## config.mk

```make
export PLATFORM = sky130hd
export DESIGN_NAME = pulse_hightime_timer
export DESIGN_NICKNAME = d
export VERILOG_FILES = /design/src/rtl/pht_pkg.sv /design/src/rtl/pht_tick_gen.sv /design/src/rtl/pht_chan_front.sv /design/src/rtl/pht_counter.sv /design/src/rtl/pulse_hightime_timer.sv
export SDC_FILE = /design/constraint.sdc
export NUM_CORES = 1
export LEC_CHECK = 0
export BUFFER_PORTS_ARGS = -buffer_cell sky130_fd_sc_hd__buf_2
export CAP_MARGIN = 20
export CORE_ASPECT_RATIO = 1.5
export CORE_MARGIN = 3
export CORE_UTILIZATION = 50
export DETAILED_ROUTE_END_ITERATION = 8
export PLACE_DENSITY_LB_ADDON = 0.05
export SLEW_MARGIN = 20
export SYNTH_ARGS = -nofsm -noshare
export SYNTH_HDL_FRONTEND = slang
export SYNTH_SLANG_ARGS = --single-unit
```

## constraint.sdc

```tcl
create_clock -name clk -period 5.7 [get_ports clk]
set_clock_uncertainty 0.05 [all_clocks]
set_input_delay 1.14 -clock clk [delete_from_list [all_inputs] [get_ports clk]]
set_output_delay 1.14 -clock clk [all_outputs]
set_load 0.01 [all_outputs]
```

## src/rtl/pht_pkg.sv

```systemverilog
package pht_pkg;

  // Per-cycle command to the high-time counter.
  typedef struct packed {
    logic clear;  // channel changed: drop any partial count
    logic load;   // selected input fell: capture and restart
    logic step;   // tick while the selected input is high
  } cnt_ctl_t;

endpackage

```

## src/rtl/pht_tick_gen.sv

```systemverilog
module pht_tick_gen #(
  parameter int PRESC_W = 7
) (
  input  logic clk,
  input  logic rst,
  output logic tick_o
);

  logic [PRESC_W-1:0] presc_q;
  logic               msb_q;

  always_ff @(posedge clk) begin
    if (rst) begin
      presc_q <= '0;
      msb_q   <= 1'b0;
    end else begin
      presc_q <= presc_q + PRESC_W'(1);
      msb_q   <= presc_q[PRESC_W-1];
    end
  end

  // One-cycle pulse on the rising edge of the prescaler top bit.
  assign tick_o = presc_q[PRESC_W-1] & ~msb_q;

endmodule

```

## src/rtl/pht_chan_front.sv

```systemverilog
module pht_chan_front
  import pht_pkg::*;
#(
  parameter int NCH   = 4,
  parameter int SEL_W = 2
) (
  input  logic             clk,
  input  logic             rst,
  input  logic [NCH-1:0]   sig_i,
  input  logic [SEL_W-1:0] sel_i,
  input  logic             tick_i,
  output cnt_ctl_t         ctl_o
);

  logic [SEL_W-1:0] sel_q;
  logic [NCH-1:0]   hit;
  logic             lvl;
  logic             lvl_q;
  logic             armed_q;
  logic             chg;

  // AND-OR multiplexer on the registered select.
  for (genvar g = 0; g < NCH; g++) begin : g_mux
    assign hit[g] = sig_i[g] & (sel_q == SEL_W'(g));
  end
  assign lvl = |hit;
  assign chg = (sel_i != sel_q);

  always_ff @(posedge clk) begin
    if (rst) begin
      sel_q   <= '0;
      lvl_q   <= 1'b0;
      armed_q <= 1'b0;
    end else begin
      sel_q <= sel_i;
      lvl_q <= lvl;
      if (chg)       armed_q <= 1'b0;
      else if (!lvl) armed_q <= 1'b1;
    end
  end

  always_comb begin
    ctl_o.clear = chg;
    ctl_o.load  = !chg && armed_q && lvl_q && !lvl;
    ctl_o.step  = !chg && armed_q && lvl && tick_i;
  end

endmodule

```

## src/rtl/pht_counter.sv

```systemverilog
module pht_counter
  import pht_pkg::*;
#(
  parameter int CNT_W = 16
) (
  input  logic             clk,
  input  logic             rst,
  input  cnt_ctl_t         ctl_i,
  output logic [CNT_W-1:0] cnt_o,
  output logic [CNT_W-1:0] res_o,
  output logic             vld_o
);

  localparam logic [CNT_W-1:0] CNT_MAX = {CNT_W{1'b1}};

  logic [CNT_W-1:0] cnt_q;
  logic [CNT_W-1:0] res_q;
  logic             vld_q;

  always_ff @(posedge clk) begin
    if (rst) begin
      cnt_q <= '0;
      res_q <= '0;
      vld_q <= 1'b0;
    end else begin
      vld_q <= ctl_i.load;
      if (ctl_i.clear) begin
        cnt_q <= '0;
      end else if (ctl_i.load) begin
        res_q <= cnt_q;
        cnt_q <= '0;
      end else if (ctl_i.step && cnt_q != CNT_MAX) begin
        cnt_q <= cnt_q + CNT_W'(1);
      end
    end
  end

  assign cnt_o = cnt_q;
  assign res_o = res_q;
  assign vld_o = vld_q;

endmodule

```

## src/rtl/pulse_hightime_timer.sv

```systemverilog
module pulse_hightime_timer
  import pht_pkg::*;
#(
  parameter  int NCH     = 4,
  parameter  int PRESC_W = 7,
  parameter  int CNT_W   = 16,
  localparam int SEL_W   = (NCH > 1) ? $clog2(NCH) : 1
) (
  input  logic             clk,
  input  logic             rst,
  input  logic [NCH-1:0]   sig_in,
  input  logic [SEL_W-1:0] chan_sel,
  output logic [CNT_W-1:0] hi_count,
  output logic             hi_valid
);

  logic             tick;
  cnt_ctl_t         ctl;
  logic [CNT_W-1:0] cnt_val;

  pht_tick_gen #(.PRESC_W(PRESC_W)) u_tick (
    .clk    (clk),
    .rst    (rst),
    .tick_o (tick)
  );

  pht_chan_front #(.NCH(NCH), .SEL_W(SEL_W)) u_front (
    .clk    (clk),
    .rst    (rst),
    .sig_i  (sig_in),
    .sel_i  (chan_sel),
    .tick_i (tick),
    .ctl_o  (ctl)
  );

  pht_counter #(.CNT_W(CNT_W)) u_cnt (
    .clk   (clk),
    .rst   (rst),
    .ctl_i (ctl),
    .cnt_o (cnt_val),
    .res_o (hi_count),
    .vld_o (hi_valid)
  );

endmodule

```

==> impl_metrics.toml <==
[outcome]
run_status = "finished, final reports clean"

[detailed_routing]
drt_pass1_iterations = 3
drc = 0
drt-initial-drc-count = 17
total_wire_length_um = 3290
detailroute.via_count = 1347
final_ant_viol_nets = 0
wire_per_inst_um = 12.9
routed_via_density = 5.26

[final_layout]
multi_input_area_um2 = 953
nFillCells = 334
total_non_filler_cell_area_in_the_finished_layout_um2 = 2130
area_growth_pct = 11.8
net_count_final = 224
drive_gt1_frac = 0.187
ff_latch_area_um2 = 901
diodes = 0

[timing]
setup-violations-final = 0
setup_total_negative_slack_ns = 0
rsz0062_at_grt = "no"
layout_min_cycle_time_ns = 2.82
final-hold-violation-count = 0
maxSlewHeadroom = 0.352
holdWs_ns = 0.407
fmaxAchievable_mhz = 354
layout_setup_ws_ns = 2.88
worstMarginPinSlew_ns = 0.968
final-max-slew-violation-count = 0
finalCritPeriodShare = 0.496

[logic_synthesis]
ys_seq_area_frac = 0.473
synth_largest_area_cell = "sky130_fd_sc_hd__dfxtp_1"
synthMostInstantiatedCell = "sky130_fd_sc_hd__dfxtp_1"
synth.cells.most_frequent = "45 x sky130_fd_sc_hd__dfxtp_1, 35 x sky130_fd_sc_hd__nor2_1, 17 x sky130_fd_sc_hd__mux2i_1"
post_synth.cell_area_avg_um2 = 10.0
netlist-cell-type-count = 40
synth-async-reset-ratio = 0
syn_inst = 190
synthFlopType = "sky130_fd_sc_hd__dfxtp_1"
yosys_warnings = 0
post_synth_design_cell_area_um2 = 1900
post_synth_main_area_contributors = "sky130_fd_sc_hd__dfxtp_1 47%, sky130_fd_sc_hd__mux2i_1 8.9%, sky130_fd_sc_hd__nor2_1 6.9%, sky130_fd_sc_hd__xnor2_1 6.9%, sky130_fd_sc_hd__nor2b_1 2.0%"
synth_edf_count = 0
post_synthesis_register_bit_count = 45
synthesis.nets = 200
synth_top_area_frac = 0.473

[placement]
postPlaceCellArea_um2 = 2040
hpwl_um = 2390
globalplace.congestion = 0.720
number_of_buffers_added_on_ports = 24
place_worst_setup_slack_ns = 2.52

[cts]
clkLatencyLatePin_ns = 0.29
cts_buffer_depth = 2
tritoncts.num_buffers = 5
cts_post_setup_buffers_inserted = 0
tritoncts = "built"
cts-root-buf = "sky130_fd_sc_hd__clkbuf_8"
cts.reportedPaths.clkPinSlew_ns = 0.08
cts_repair_resize_count = 0
ctsHtreeMaxLevel = 2
clock-sinks = 45
cts_hold_repair.buffers = 0

[power_and_ir_drop]
static-leakage-power_uw = 0.000764
power.density_nw_per_um2 = 249
maximum_vdd_ir_drop_mv = 0.275

[floorplanning]
start_util = 0.537
die-area_um2 = 4600
height_of_the_die_um = 81.6
fp.dieW_um = 56.4
io_pins = 25
std_cell_rows = 26
placeableCoreArea_um2 = 3550

[worst_setup_path]
critical_path.max_fanout = 16
crit_required_ns = 5.81
cp-end-kind = "flip-flop"
critPathArrivalTime_ns = 2.94
crit_type = "primary input to flip-flop"
critPathLaunchType = "primary input"

[global_routing]
grt_start_max_net_pins = 31
global_route_total_overflow = 0
grt_pass1_wl_um = 5880
grt_pass1_vias = 1372
grt_use_total = 0.162
antenna_found_initial = 0

[hold_path]
timing.hold.worst.class = "flip-flop to flip-flop"

[flow_run]
count_of_maximum_capacitance_violations = 0
-- metal layers --
metal	vias up	GRT usage	wire length, um
met4	0	0.0570	46
met3	4	0.0425	117
li1	703	-	-
met2	18	0.302	1710
met1	622	0.175	1420
met5	-	0	0
-- final cells by class --
type | count | area share
timing repair buffer | 24 | 0.0564
clock buffer | 7 | 0.0406
tap | 42 | 0.0247
inverter | 4 | 0.00705
multi-input combinational | 134 | 0.448
sequential | 45 | 0.423
-- power breakdown --
part / total, uW / switching (uW) / internal, uW
registers: 320 / 2.15 / 318
logic: 19.0 / 11.7 / 7.36
clock network: 191 / 95.3 / 96.1
total: 530 / 109 / 421
-- per-stage QoR --
step / power [uW] / instances / utilization
after global placement: 345 / 249 / 0.575
after global routing: 555 / 256 / 0.600
after detailed placement: 346 / 249 / 0.575
after CTS: 538 / 256 / 0.599
final: 530 / 256 / 0.600
after floorplan: 341 / 190 / -
-- flip-flops by register name, summed over array words and instances, names as in the netlist --
| signal | count |
|---|---|
| u_cnt.cnt_o | 16 |
| u_cnt.res_o | 16 |
| u_cnt.vld_o | 1 |
| u_front.armed_q | 1 |
| u_front.lvl_q | 1 |
| u_front.sel_q | 2 |
| u_tick.msb_q | 1 |
| u_tick.presc_q | 7 |
-- cell families (layout without fill, tap and decap cells) --
group           count (synthesis)  after routing  synth area share
simple gates                   82             82             0.242
flops                          45             45             0.473
xor+xnor                       19             19            0.0874
mux                            18             18             0.101
compound gates                 13             13            0.0545
buf+inv                        11             35            0.0282
fa+ha+maj                       2              2            0.0131
-- cell usage in the layout (no fill, tap or decap), types with 4 or more instances in the layout --
master	count
sky130_fd_sc_hd__inv_1	4
sky130_fd_sc_hd__mux2i_1	17
sky130_fd_sc_hd__or3_1	6
sky130_fd_sc_hd__xor2_1	4
sky130_fd_sc_hd__xnor2_1	15
sky130_fd_sc_hd__dfxtp_1	45
sky130_fd_sc_hd__nand3_1	7
sky130_fd_sc_hd__nor2_1	35
sky130_fd_sc_hd__nor2b_1	6
sky130_fd_sc_hd__nand2_1	6
sky130_fd_sc_hd__buf_2	24
sky130_fd_sc_hd__clkbuf_8	6
sky130_fd_sc_hd__nor3_1	4
-- path summary, 6_finish.rpt --
check	startpoint	to	slack, ns	cells after the start
worst max-delay path	sig_in[3]	u_cnt.res_o[9]$_SDFFE_PP0P_	2.88	5
worst min-delay path	u_tick.presc_q[0]$_SDFF_PP0_	u_tick.presc_q[0]$_SDFF_PP0_	0.41	1
worst max register to register	u_front.sel_q[0]$_SDFF_PP0_	u_cnt.res_o[9]$_SDFFE_PP0P_	3.40	4
worst min register to register	u_tick.presc_q[0]$_SDFF_PP0_	u_tick.presc_q[0]$_SDFF_PP0_	0.41	1
-- worst max-delay path, cell delays in order --
cell,delay (ns)
sky130_fd_sc_hd__buf_2,0.09
sky130_fd_sc_hd__mux4_2,0.55
sky130_fd_sc_hd__nor3_4,0.81
sky130_fd_sc_hd__mux2i_1,0.28
sky130_fd_sc_hd__nor2_1,0.05
Note: power is estimated with default switching activity, not from simulation.
